===== src/rtl/eemu_pkg.sv =====
package eemu_pkg;

  localparam int CTRL_W = 6;
  localparam int NPAIR  = 3;

  typedef enum logic [1:0] {
    OP_NONE  = 2'd0,
    OP_READ  = 2'd1,
    OP_WRITE = 2'd2,
    OP_ERASE = 2'd3
  } op_e;

  // pair index: 2 = erase, 1 = write, 0 = read; enable at 2i+1, trigger at 2i
  function automatic logic [NPAIR-1:0] enables_of(input logic [CTRL_W-1:0] r);
    logic [NPAIR-1:0] e;
    for (int i = 0; i < NPAIR; i++) e[i] = r[2*i+1];
    return e;
  endfunction

  function automatic logic [NPAIR-1:0] triggers_of(input logic [CTRL_W-1:0] r);
    logic [NPAIR-1:0] t;
    for (int i = 0; i < NPAIR; i++) t[i] = r[2*i];
    return t;
  endfunction

  function automatic logic [CTRL_W-1:0] pack_pairs(input logic [NPAIR-1:0] en,
                                                   input logic [NPAIR-1:0] go);
    logic [CTRL_W-1:0] r;
    for (int i = 0; i < NPAIR; i++) begin
      r[2*i+1] = en[i];
      r[2*i]   = go[i];
    end
    return r;
  endfunction

  function automatic op_e pick_op(input logic [NPAIR-1:0] armed);
    if (armed[2])      return OP_ERASE;
    else if (armed[1]) return OP_WRITE;
    else if (armed[0]) return OP_READ;
    else               return OP_NONE;
  endfunction

  function automatic logic [NPAIR-1:0] pair_mask(input op_e op);
    case (op)
      OP_ERASE: return 3'b100;
      OP_WRITE: return 3'b010;
      OP_READ:  return 3'b001;
      default:  return 3'b000;
    endcase
  endfunction

  // enables that hardware drops when the given operation finishes
  function automatic logic [NPAIR-1:0] auto_clear_en(input op_e op);
    case (op)
      OP_ERASE: return 3'b100;
      OP_WRITE: return 3'b010;
      default:  return 3'b000;
    endcase
  endfunction

endpackage


===== src/rtl/eemu_arm_decode.sv =====
module eemu_arm_decode
  import eemu_pkg::*;
(
  input  logic [CTRL_W-1:0] ctrl_q,
  input  logic              wr_req,
  input  logic [CTRL_W-1:0] wdata,
  input  logic              busy,
  output logic              wr_accept,
  output logic              launch,
  output op_e               launch_op
);

  logic [NPAIR-1:0] old_en;
  logic [NPAIR-1:0] new_en;
  logic [NPAIR-1:0] new_go;
  logic [NPAIR-1:0] rising_en;
  logic [NPAIR-1:0] armed;
  logic             blocked;

  always_comb begin
    old_en    = enables_of(ctrl_q);
    new_en    = enables_of(wdata);
    new_go    = triggers_of(wdata);
    rising_en = new_en & ~old_en;
    // a trigger needs its enable set before the access and kept by it
    armed     = new_go & old_en & new_en;
    blocked   = (|rising_en) && (|new_go);
    wr_accept = wr_req && !busy;
    launch    = wr_accept && !blocked && (|armed);
    launch_op = launch ? pick_op(armed) : OP_NONE;
  end

endmodule


===== src/rtl/eemu_ctrl_reg.sv =====
module eemu_ctrl_reg
  import eemu_pkg::*;
(
  input  logic              clk,
  input  logic              rst,
  input  logic              wr_accept,
  input  logic [CTRL_W-1:0] wdata,
  input  logic              launch,
  input  op_e               launch_op,
  input  logic              op_done,
  input  op_e               active_op,
  output logic [CTRL_W-1:0] ctrl_q
);

  logic [NPAIR-1:0] en_q;
  logic [NPAIR-1:0] go_q;
  logic [NPAIR-1:0] wr_en_bits;
  logic [NPAIR-1:0] set_go;
  logic [NPAIR-1:0] drop_en;

  always_comb begin
    wr_en_bits = enables_of(wdata);
    set_go     = launch ? pair_mask(launch_op) : '0;
    drop_en    = auto_clear_en(active_op);
  end

  for (genvar i = 0; i < NPAIR; i++) begin : g_pair
    always_ff @(posedge clk) begin
      if (rst) begin
        en_q[i] <= 1'b0;
        go_q[i] <= 1'b0;
      end else if (op_done) begin
        go_q[i] <= 1'b0;
        if (drop_en[i]) en_q[i] <= 1'b0;
      end else if (wr_accept) begin
        en_q[i] <= wr_en_bits[i];
        go_q[i] <= set_go[i];
      end
    end
  end

  assign ctrl_q = pack_pairs(en_q, go_q);

endmodule


===== src/rtl/eemu_op_timer.sv =====
module eemu_op_timer
  import eemu_pkg::*;
#(
  parameter int RD_CYC = 2,
  parameter int WR_CYC = 4,
  parameter int ER_CYC = 6
)(
  input  logic clk,
  input  logic rst,
  input  logic launch,
  input  op_e  launch_op,
  output logic busy,
  output logic start,
  output logic done,
  output op_e  active_op
);

  localparam int MAX_CYC = (ER_CYC > WR_CYC) ? ((ER_CYC > RD_CYC) ? ER_CYC : RD_CYC)
                                             : ((WR_CYC > RD_CYC) ? WR_CYC : RD_CYC);
  localparam int CNT_W   = $clog2(MAX_CYC + 1);

  function automatic logic [CNT_W-1:0] span_of(input op_e op);
    case (op)
      OP_ERASE: return CNT_W'(ER_CYC - 1);
      OP_WRITE: return CNT_W'(WR_CYC - 1);
      OP_READ:  return CNT_W'(RD_CYC - 1);
      default:  return '0;
    endcase
  endfunction

  logic [CNT_W-1:0] cnt_q;
  logic             busy_q;
  logic             start_q;
  op_e              op_q;

  always_ff @(posedge clk) begin
    if (rst) begin
      busy_q  <= 1'b0;
      start_q <= 1'b0;
      cnt_q   <= '0;
      op_q    <= OP_NONE;
    end else if (launch) begin
      busy_q  <= 1'b1;
      start_q <= 1'b1;
      cnt_q   <= span_of(launch_op);
      op_q    <= launch_op;
    end else begin
      start_q <= 1'b0;
      if (busy_q) begin
        if (cnt_q == '0) begin
          busy_q <= 1'b0;
          op_q   <= OP_NONE;
        end else begin
          cnt_q <= cnt_q - 1'b1;
        end
      end
    end
  end

  assign busy      = busy_q;
  assign start     = start_q;
  assign done      = busy_q && (cnt_q == '0);
  assign active_op = op_q;

endmodule


===== src/rtl/eemu_op_ctrl.sv =====
module eemu_op_ctrl
  import eemu_pkg::*;
#(
  parameter int RD_CYC = 2,
  parameter int WR_CYC = 4,
  parameter int ER_CYC = 6
)(
  input  logic       clk,
  input  logic       rst,
  input  logic       reg_wr,
  input  logic [5:0] reg_wdata,
  output logic [5:0] reg_rdata,
  output logic       mem_start,
  output logic [1:0] mem_op,
  output logic       mem_busy,
  output logic       mem_done,
  output logic       cpu_stall
);

  logic [CTRL_W-1:0] ctrl_q;
  logic              wr_accept;
  logic              arm_launch;
  op_e               arm_op;
  logic              op_busy;
  logic              op_start;
  logic              op_done;
  op_e               op_active;

  eemu_arm_decode u_arm (
    .ctrl_q    (ctrl_q),
    .wr_req    (reg_wr),
    .wdata     (reg_wdata),
    .busy      (op_busy),
    .wr_accept (wr_accept),
    .launch    (arm_launch),
    .launch_op (arm_op)
  );

  eemu_ctrl_reg u_reg (
    .clk       (clk),
    .rst       (rst),
    .wr_accept (wr_accept),
    .wdata     (reg_wdata),
    .launch    (arm_launch),
    .launch_op (arm_op),
    .op_done   (op_done),
    .active_op (op_active),
    .ctrl_q    (ctrl_q)
  );

  eemu_op_timer #(
    .RD_CYC (RD_CYC),
    .WR_CYC (WR_CYC),
    .ER_CYC (ER_CYC)
  ) u_tmr (
    .clk       (clk),
    .rst       (rst),
    .launch    (arm_launch),
    .launch_op (arm_op),
    .busy      (op_busy),
    .start     (op_start),
    .done      (op_done),
    .active_op (op_active)
  );

  assign reg_rdata = ctrl_q;
  assign mem_start = op_start;
  assign mem_op    = op_active;
  assign mem_busy  = op_busy;
  assign mem_done  = op_done;
  assign cpu_stall = op_busy;

endmodule


===== config.mk =====
export PLATFORM = sky130hd
export DESIGN_NAME = eemu_op_ctrl
export DESIGN_NICKNAME = d
export VERILOG_FILES = /design/src/rtl/eemu_pkg.sv /design/src/rtl/eemu_arm_decode.sv /design/src/rtl/eemu_ctrl_reg.sv /design/src/rtl/eemu_op_timer.sv /design/src/rtl/eemu_op_ctrl.sv
export SDC_FILE = /design/constraint.sdc
export NUM_CORES = 1
export LEC_CHECK = 0
export BUFFER_PORTS_ARGS = -buffer_cell sky130_fd_sc_hd__buf_2
export CAP_MARGIN = 20
export CORE_MARGIN = 2
export CORE_UTILIZATION = 49
export CTS_CLUSTER_DIAMETER = 80
export DETAILED_ROUTE_END_ITERATION = 8
export GPL_TIMING_DRIVEN = 0
export PLACE_DENSITY = 0.76
export REMOVE_ABC_BUFFERS = 1
export SLEW_MARGIN = 5
export SYNTH_ARGS = -nofsm -noshare
export SYNTH_HDL_FRONTEND = slang
export SYNTH_HIERARCHICAL = 1
export SYNTH_SLANG_ARGS = --single-unit

===== constraint.sdc =====
create_clock -name clk -period 1.95 [get_ports clk]
set_input_delay 0.0975 -clock clk [delete_from_list [all_inputs] [get_ports clk]]
set_output_delay 0.0975 -clock clk [all_outputs]
set_load 0.02 [all_outputs]

### Word-level counts from Yosys, hierarchy flattened

Cells that the tools add are included.

* equality and inequality tests: 9
* add/sub/neg operators: 1
* bitwise operators: 4
* mux-type cells: 27
* reduce and logical (&&, ||, !) cells: 20

Operators with widths (count)
* $pmux 3 s3: 2
* $mux 1: 14
* $mux 2: 6
* $mux 3: 4
* $reduce_and 2->1: 5
* $and 3x3->3: 3
* $reduce_or 3->1: 3
* $eq 2x2->1 const B: 4
* $ne 2x1->1 const B: 3
* $pmux 3 s2: 1
* $reduce_bool 2->1: 3
* $logic_and 1x1->1: 5
* $logic_not 3->1: 1
* $not 3->3: 1
* $sub 3x1->3 const B: 1
* $eq 2x1->1 const B: 1
* $logic_not 1->1: 2
* $ne 2x2->1 const B: 1
* $reduce_or 2->1: 1

* bits of input ports: 9
* output and inout port bits: 12
* register bits after elaboration: 13
* word-level logic and storage cells: 71

### Logic depth before layout (Yosys ltp)

Gate-level depths: netlist of the first run.

* depth after elaboration: 11
* gate-level depth with buffers: 7

### Hierarchy

Netlist of the first run, hierarchy kept.

By module, submodules not included
* eemu_op_timer: sequential area each 140.1 um^2, cells an instance 38, area each 359.1 um^2, times used 1
* eemu_ctrl_reg: sequential area each 120.1 um^2, cells an instance 28, area each 250.2 um^2, times used 1
* eemu_arm_decode: sequential area each 0.0 um^2, cells an instance 15, area each 112.6 um^2, times used 1
* eemu_op_ctrl: sequential area each 0.0 um^2, cells an instance 1, area each 7.5 um^2, times used 1

### Worst setup path before layout of the first run

OpenSTA, ideal clock, no wires.

* path type: register -> register
* start point: register u_reg.en_q[0] (netlist: u_reg/ctrl_q[1])
* end point: register u_tmr.cnt_q[2]
* clock period less this slack: 1588 ps
* buffers on the path: 1
* library setup time: 121 ps
* arrival: 1467 ps
* cell stages (with the launch flop): 8
* setup slack: 362 ps
* cell sequence: dfxtp_1 > nand2b_1 > nand4_2 > a22oi_2 > buf_2 > nor3b_2 > a31oi_1 > a21oi_1

* longest elaborated chain between the ends: 11

RTL lines
* start: declaration: line eemu_ctrl_reg.sv:15 `logic [NPAIR-1:0] en_q;`
* start signal: indexed assignment: line eemu_ctrl_reg.sv:36 `en_q[i] <= wr_en_bits[i];`
* $not 3->3: line eemu_arm_decode.sv:24 `rising_en = new_en & ~old_en;`
* $and 3x3->3: line eemu_arm_decode.sv:24
* $reduce_or 3->1: line eemu_arm_decode.sv:27 `blocked = (|rising_en) && (|new_go);`
* $logic_and 1x1->1: line eemu_arm_decode.sv:27
* $logic_not 1->1: line eemu_arm_decode.sv:29 `launch = wr_accept && !blocked && (|armed);`
* $logic_and 1x1->1: line eemu_arm_decode.sv:29
* $logic_and 1x1->1 (*): line eemu_arm_decode.sv:29
* net arm_launch: line eemu_op_ctrl.sv:22 `logic arm_launch;`
* $mux 2: line eemu_arm_decode.sv:30 `launch_op = launch ? pick_op(armed) : OP_NONE;`
* $eq 2x1->1 or $eq 2x2->1 (tied branches): line eemu_op_timer.sv:23 `case (op)`
* $pmux 3 s3: line eemu_op_timer.sv:23
* $mux 3: line eemu_op_timer.sv:42 `end else if (launch) begin`
* end signal: assignment: line eemu_op_timer.sv:45 `cnt_q <= span_of(launch_op);`
* end signal: assignment: line eemu_op_timer.sv:54 `cnt_q <= cnt_q - 1'b1;`
* end: declaration: line eemu_op_timer.sv:31 `logic [CNT_W-1:0] cnt_q;`

Mark *: on every way through the listed nets, which the timed path passes. The rest lies on a longest branch.
A chain may end at the register's enable or synchronous reset.

### Final worst setup path of the first run

* start point: register u_tmr.busy_q (netlist: u_tmr/busy)
* end point: register u_reg.go_q[1] (netlist: u_reg/ctrl_q[2])

* longest elaborated chain between the ends: 8

RTL lines
* start: declaration: line eemu_op_timer.sv:32 `logic busy_q;`
* start signal: assignment: line eemu_op_timer.sv:38 `busy_q <= 1'b0;`
* start signal: assignment: line eemu_op_timer.sv:43 `busy_q <= 1'b1;`
* start signal: assignment: line eemu_op_timer.sv:51 `busy_q <= 1'b0;`
* $logic_not 1->1 (*): line eemu_arm_decode.sv:28 `wr_accept = wr_req && !busy;`
* $logic_and 1x1->1 (*): line eemu_arm_decode.sv:28
* net wr_accept: line eemu_op_ctrl.sv:21 `logic wr_accept;`
* $logic_and 1x1->1 (*) (2 in series): line eemu_arm_decode.sv:29
* net arm_launch: line eemu_op_ctrl.sv:22
* $mux 2: line eemu_arm_decode.sv:30
* $eq 2x1->1 or $eq 2x2->1 (tied branches): line eemu_pkg.sv:44 `case (op)`
* $pmux 3 s3: line eemu_pkg.sv:44
* $mux 3 (*): line eemu_ctrl_reg.sv:23 `set_go = launch ? pair_mask(launch_op) : '0;`
* end signal: indexed assignment: line eemu_ctrl_reg.sv:37 `go_q[i] <= set_go[i];`
* end: declaration: line eemu_ctrl_reg.sv:16 `logic [NPAIR-1:0] go_q;`

Marked as above.

==> results of run 1 <==
==> cell usage in the layout (no fill, tap or decap), drive strengths merged <==
master  synthesis  routed
and4b           1       1
a31oi           1       1
a41oi           2       2
nor3b           2       2
nand4           1       1
nor2b           4       4
inv             3       3
clkbuf          0       4
nor2            1       1
a311o           1       1
dfxtp          13      13
a211oi          3       3
nand3           4       4
and3            1       1
a22oi           1       1
nand3b          4       4
nor3            2       2
xor2            1       1
and2b           1       1
nand4b          3       3
buf             3      23
ha              2       2
o211ai          1       1
nor4            1       1
nand2           8       8
a21oi          10      10
nand2b          7       7
o21ai           1       1
==> power by group through the flow <==
stage	Clock (uW)	Sequential, uW	Combinational (uW)
floorplan	0	285	27.8
global placement	0	280	55.6
detailed placement	0	280	56.9
CTS	169	274	58.2
global route	182	275	67.0
finish	163	274	61.2
==> worst max path at each step <==
stage | to | slack [ns] | depth (start not counted)
after global placement | u_tmr/cnt_q[0] | 0.04 | 5
final | u_reg/ctrl_q[2] | 0.17 | 6
after global routing | u_reg/ctrl_q[2] | 0.02 | 6
after CTS | u_reg/ctrl_q[2] | 0.11 | 5
after detailed placement | u_tmr/cnt_q[0] | -0.09 | 5
after floorplan | u_tmr/cnt_q[0] | 0.09 | 5
==> worst min-delay path: stages <==
cell     delay [ns]
buf_2          0.11
nand2_1        0.05
a21oi_1        0.05
==> layout make-up <==
cell class,instances,area (um2)
Timing Repair Buffer,23,123
Sequential cell,13,260
Fill cell,120,467
Inverter,3,11.3
Tap cell,15,18.8
Clock buffer,4,26.3
Multi-Input combinational cell,63,444
==> cells by family after synthesis <==
| family | count (synthesis) | share of synthesized area |
|---|---|---|
| buf+inv | 6 | 0.0395 |
| fa+ha+maj | 2 | 0.0343 |
| xor+xnor | 1 | 0.0120 |
| simple gates | 40 | 0.372 |
| compound gates | 20 | 0.185 |
| flops | 13 | 0.357 |
==> metrics by stage <==
stage,setup slack [ns],hold WS (ns),std cells
finish,0.173,0.0904,121
global route,0.0247,0.0901,121
CTS,0.111,0.0849,120
detailed placement,-0.0897,0.372,114
global placement,0.0367,0.370,114
floorplan,0.0931,0.167,79
==> repair_timing <==
item	in CTS	in global routing
pin swaps	1	0
setup endpoints to repair	1	1
hold buffers	0	0
resized for setup	0	1
setup buffers	2	1
==> routing by layer <==
layer	vias up	part of all wire	global-route usage
met2	25	0.47	0.283
met1	332	0.45	0.242
met5	-	0	0
met4	0	0.021	0.0875
met3	4	0.058	0.0560
li1	351	-	-
==> sequential cells by signal, indices dropped and copies added, names as in the netlist <==
register,cells
u_reg/ctrl_q,6
u_tmr/active_op,2
u_tmr/busy,1
u_tmr/cnt_q,3
u_tmr/start,1
==> summary.txt, run 1 <==
Logic synthesis
  – Most used DFF post-synth: dfxtp_1
  – Sequential-to-total area share from yosys stat: 0.357
  – Post-Syn Area: 729 um2
  – Top-area cell type share of the netlist area: 0.357
  – Synth area leader: dfxtp_1
  – Most frequent cell after synthesis: dfxtp_1
  – Netlist cell types: 32
  – Synth top cells by count: dfxtp_1, a21oi_1, nand2_1, nand2b_1
  – Post-synth ARST share: 0
  – Syn. warnings: 6
  – Synth top area cells: dfxtp_1, a21oi_1, nand2b_1
  – Syn avg cell area: 8.90 um2
  – Number of synthesized flops with an enable pin: 0
  – Yosys reg bits: 13
  – Gate Count Post-Synth: just over 80

Power and ir drop
  – Overall power: 498 uW
  – Reg power frac: 0.550
  – Worst VDD drop: 0.406 mV
  – Int Pwr: 374 uW
  – Sw power: 124 uW
  – Leak: 0.000370 uW
  – Sw frac: 0.250
  – P per Cell Area: 564 nW/um2
  – Clock power share: 0.327
  – Comb power frac: 0.123

STA
  – Maximum clock frequency: approximately 0.56 GHz
  – Final critical-path required period: 1.78 ns
  – Slew Limit Fails: 0
  – Fin. Hold Viols: 0
  – RSZ-0062 raised after global routing: no
  – Slew headroom: 0.661
  – Worst-Margin Slew: 0.509 ns
  – # setup viols final: 0
  – Final period util: 0.911
  – Setup_tns: 0 ns
  – Final clock skew: 0.00541 ns

Setup path
  – Critical Path Fanout Max: 11
  – Worst R2R Setup Slack: 0.17 ns
  – Critical Path Source Type: flip-flop
  – Crit. Startpoint: u_tmr/busy
  – Reg-to-reg startpoint: u_tmr/busy
  – Crit path max-delay family: compound AO/OA/AOI/OAI gates
  – WS Path Type: flip-flop to flip-flop
  – Crit end category: flip-flop
  – Crit path buffers/inverters: 1
  – Reg2reg end: u_reg/ctrl_q[2]
  – Crit path largest cell delay: 0.44 ns
  – Critical path cell sequence: nor2b_4, nand4_2, a22oi_2, buf_4, nand4b_1, a211oi_1
  – Cells on worst reg2reg path: 6
  – Critical Path RT: between 2 and 2.5 ns
  – Slowest-stage cell, CP: dfxtp_1
  – Critical Path AT: 1.96 ns

Run
  – Max-cap violations: 0

Worst hold path
  – Hold Startpoint: reg_wdata[3]
  – Worst Hold Class: input port to flip-flop
  – Hold worst-path end: u_reg/ctrl_q[3]
  – Hold Crit Depth: 3

Drt
  – DR WL/cell: 13.5 um
  – Detail Route Antenna Nets: 0
  – Drt pass-1 iters: 4
  – Vias per inst: about 5.9
  – DRC: 0
  – Total Wirelength: 1640 um
  – Iter 0 DRT Violations: 25
  – Via count: 712

GRT
  – First-pass GRT wire length: 2580 um
  – Grt ovf: 0
  – Initial antenna violation count: 0
  – Pin count of the biggest net entering global routing: 14
  – Total track usage: 0.187
  – Vias in the first global route: 607

CTS
  – Maximum root-to-sink buffer count: 2
  – CTS tree: yes
  – Clk sink count: 13
  – CTS root buf: clkbuf_4
  – Htree depth: 1
  – Total CTS buffers: 3
  – Clock Latency Late Sink: 0.27 ns
  – CTS clk-pin slew, worst paths: 0.08 ns

Floorplanning
  – Std cell rows: 13
  – Die height: 42.6 um
  – Core ar.: 1350 um2
  – Initial core utilization: 0.540
  – Total die area: 1810 um2
  – Top Ports: 21
  – Die Wd: 42.6 um

Final layout
  – Fin nets: 118
  – Final Util: 0.654
  – Share of cells above drive strength 1: 0.321
  – Diode count: 0
  – Cell area after layout: 883 um2
  – Area delta synth->final: 21.1%

Placement
  – Port Buffers: 20
  – DP HPWL: 1120 um
  – Routability cong.: 0.915
  – Dpl cell area: 831 um2

Outcome
  – Status: completed
(Power assumes the default switching activity.)
==> run 2: changes to the inputs <==
- ABC_AREA: not set -> 1
- CORE_UTILIZATION: 49 -> 50
==> run 2 against run 1 <==
Maximum frequency up 12%. Area after synthesis increased by 7.2%. Largest power group unchanged. Die area increased by 4.6%. Clock power hardly changed. Routed wire length down 12%. Count of clock-buffer cells in the layout unchanged. Flip-flop and latch count unchanged. Power rose by 3.3%. Register-to-register slack improved by 0.18 ns. Final cell count increased by 29%. Cell area up 2.0%. Highest routed layer unchanged.
==> summary.txt, run 2 <==
Outcome
  – Status: completed

Logic synthesis
  – Compound-Gate Fraction of Synth Area: 0.0720 (-0.113)
  – Sequential-to-total area share from yosys stat: 0.333 (-0.0240)
  – Largest family of logic cells by synthesized area: simple AND/OR/NAND/NOR gates
  – Syn avg cell area: 6.57 um2 (-26%)
  – Gate Count Post-Synth: 119 (+45%)
  – Most used DFF post-synth: dfxtp_1
  – Synth top cells by count: nand2_1, inv_1, nand3_1, nor2_1, dfxtp_1
  – Adder-Cell Fraction of Synth Area: 0.0320 (-0.00231)
  – Top-area cell type share of the netlist area: 0.333 (-0.0240)
  – Netlist cell types: 18 (-44%)
  – Synth Area in Simple Gates: 0.419 (+0.0470)
  – Most frequent cell after synthesis: nand2_1
  – Synth area leader: dfxtp_1
  – Yosys reg bits: 13 (unchanged)
  – Number of synthesized flops with an enable pin: 0 (unchanged)
  – Post-Syn Area: 782 um2 (+7.2%)
  – Synth Area in XOR/XNOR: 0 (-0.0120)
  – Mux cell area share after synthesis: 0 (unchanged)
  – Synth top area cells: dfxtp_1, nand2_1, nand3_1
  – Post-synth ARST share: 0 (unchanged)
  – Syn. warnings: 6 (unchanged)

Drt
  – DR WL/cell: 9.25 um (-32%)
  – Drt pass-1 iters: 4 (unchanged)
  – Via count: 753 (+5.8%)
  – Vias per inst: 4.83 (-18%)
  – DRC: 0 (unchanged)
  – Iter 0 DRT Violations: 14 (-44%)
  – Total Wirelength: 1440 um (-12%)
  – Detail Route Antenna Nets: 0 (unchanged)

Final layout
  – Diode count: 0 (unchanged)
  – Commonest non-fill, non-tap cell in the layout: nand2_1
  – Area delta synth->final: 15.2%
  – Fin nets: 152 (+29%)
  – Max FFs per register: 6 (unchanged)
  – Share of cells above drive strength 1: 0.250 (-0.0708)
  – Fin cells: 156 (+29%)
  – Most frequent cells in the layout: nand2_1, buf_2, inv_1

STA
  – Worst-Margin Slew: 0.337 ns (-0.172 ns)
  – # setup viols final: 0 (unchanged)
  – RSZ-0062 raised after global routing: no
  – Final period util: 0.817 (-0.0943)
  – Fin. Hold Viols: 0 (unchanged)
  – Setup_tns: 0 ns (unchanged)
  – Final critical-path required period: 1.59 ns (-0.184 ns)
  – Slew headroom: 0.775 (+0.114)
  – Maximum clock frequency: 0.628 GHz (+12%)
  – Final clock skew: 0.00333 ns (-0.00209 ns)
  – Slew Limit Fails: 0 (unchanged)

Floorplanning
  – Core ar.: 1490 um2 (+10%)
  – Total die area: 1900 um2 (+4.6%)
  – Die height: 43.5 um (+2.3%)
  – Initial core utilization: 0.525 (-0.0151)
  – Top Ports: 21 (unchanged)
  – Std cell rows: 14 (+1)
  – Die Wd: 43.5 um (+2.3%)

CTS
  – CTS root buf: clkbuf_4
  – Setup Buffers After CTS: 0 (-2)
  – Htree depth: 1 (unchanged)
  – CTS tree: yes
  – Maximum root-to-sink buffer count: 2 (unchanged)
  – Clk sink count: 13 (unchanged)
  – CTS clk-pin slew, worst paths: 0.08 ns (about the same)
  – Total CTS buffers: 3 (unchanged)
  – Clock Latency Late Sink: 0.27 ns (about the same)

Setup path
  – Critical Path Source Type: flip-flop
  – Critical Path RT: 2.12 ns (about the same)
  – Reg-to-reg startpoint: u_tmr/busy
  – Crit end category: flip-flop
  – Critical Path Fanout Max: 11 (unchanged)
  – Crit. Startpoint: u_tmr/busy
  – Critical Path AT: 1.76 ns (-0.20 ns)
  – WS Path Type: flip-flop to flip-flop

Placement
  – DP HPWL: 1170 um (+5.1%)
  – Routability cong.: 0.804 (-12%)
  – Dpl cells: 152 (+33%)
  – Port Buffers: 20 (unchanged)

Power and ir drop
  – Leak: 0.000468 uW (+26%)
  – P per Cell Area: 571 nW/um2 (+1.3%)
  – Worst VDD drop: 0.330 mV (-19%)

GRT
  – First-pass GRT wire length: 2640 um (+2.1%)
  – Pin count of the biggest net entering global routing: 12 (-2)
  – Grt ovf: 0 (unchanged)
  – Vias in the first global route: 684 (+13%)
  – Initial antenna violation count: 0 (unchanged)
  – Total track usage: 0.179 (-0.00805)

Run
  – Max-cap violations: 0 (unchanged)

Worst hold path
  – Worst Hold Class: input port to flip-flop
  – Hold Startpoint: rst
run 2: changes by cell type in the layout (fill, tap and decap cells not counted), sizes merged, moves of 3 or more:
| cell | previous run | this run |
|---|---|---|
| a211oi | 3 | 0 |
| nand3b | 4 | 0 |
| nor2 | 1 | 17 |
| nand2 | 8 | 31 |
| nor2b | 4 | 0 |
| nand3 | 4 | 18 |
| buf | 23 | 20 |
| nand4b | 3 | 0 |
| nand2b | 7 | 0 |
| inv | 3 | 22 |
run 2: routing by layer:
layer  routed length (um)  GRT usage  up-vias  share of wire
met5                    0          0        -              0
met4                   10     0.0788        0         0.0069
met3                   74     0.0333        2          0.051
met2                  630      0.288       19           0.44
met1                  727      0.234      318           0.50
li1                     -          -      414              -
run 2: worst max-delay path: stages (launching register included):
cell and delay (ns):
dfxtp_1 0.40, nor2_8 0.21, nand2_2 0.10, nor2_2 0.23, inv_2 0.17, nand3_1 0.15
nand3_1 0.08, nor2_1 0.10, nor2_1 0.05
run 2: cell type report:
type                       instances  area [um2]
fill                             141         588
multi-input combinational         81         412
timing repair buffer              20         100
clock buffer                       4        26.3
sequential                        13         260
inverter                          22        82.6
tap                               16        20.0
run 2: through the flow:
step / total power (uW) / area, um2 / utilization / hold WS (ns) / worst slack (ns)
CTS: 520 / 898 / 0.603 / 0.0634 / 0.222
floorplan: 332 / 752 / - / 0.160 / 0.259
finish: 515 / 901 / 0.605 / 0.0677 / 0.357
global placement: 354 / 872 / 0.586 / 0.353 / 0.255
detailed placement: 356 / 872 / 0.586 / 0.354 / 0.237
global route: 543 / 901 / 0.605 / 0.0850 / 0.147
run 2: final timing paths:
path,slack [ns],end,depth (start not counted)
setup / recovery,0.36,u_tmr/cnt_q[2],8
hold reg to reg,0.47,u_reg/ctrl_q[2],2
setup reg to reg,0.36,u_tmr/cnt_q[2],8
hold / removal,0.07,u_reg/ctrl_q[1],2
run 2: kinds of logic (layout without fill, tap and decap cells):
family / after synthesis / after routing
buffers and inverters: 25 / 46
adder cells (fa/ha/maj): 2 / 2
AO/OA/AOI/OAI: 10 / 10
flip-flops: 13 / 13
AND/OR/NAND/NOR: 69 / 69
run 2: repair_timing:
item | in CTS | in global routing
setup endpoints to repair | 0 | 1
resized for setup | 0 | 1
hold buffers | 0 | 0
run 2: power breakdown:
| group | total, uW | internal [uW] | leakage [uW] | switching, uW |
|---|---|---|---|---|
| registers | 276 | 271 | 0.000106 | 4.31 |
| logic | 74.4 | 27.8 | 0.000347 | 46.7 |
| clock network | 165 | 79.0 | 0.0000150 | 85.7 |
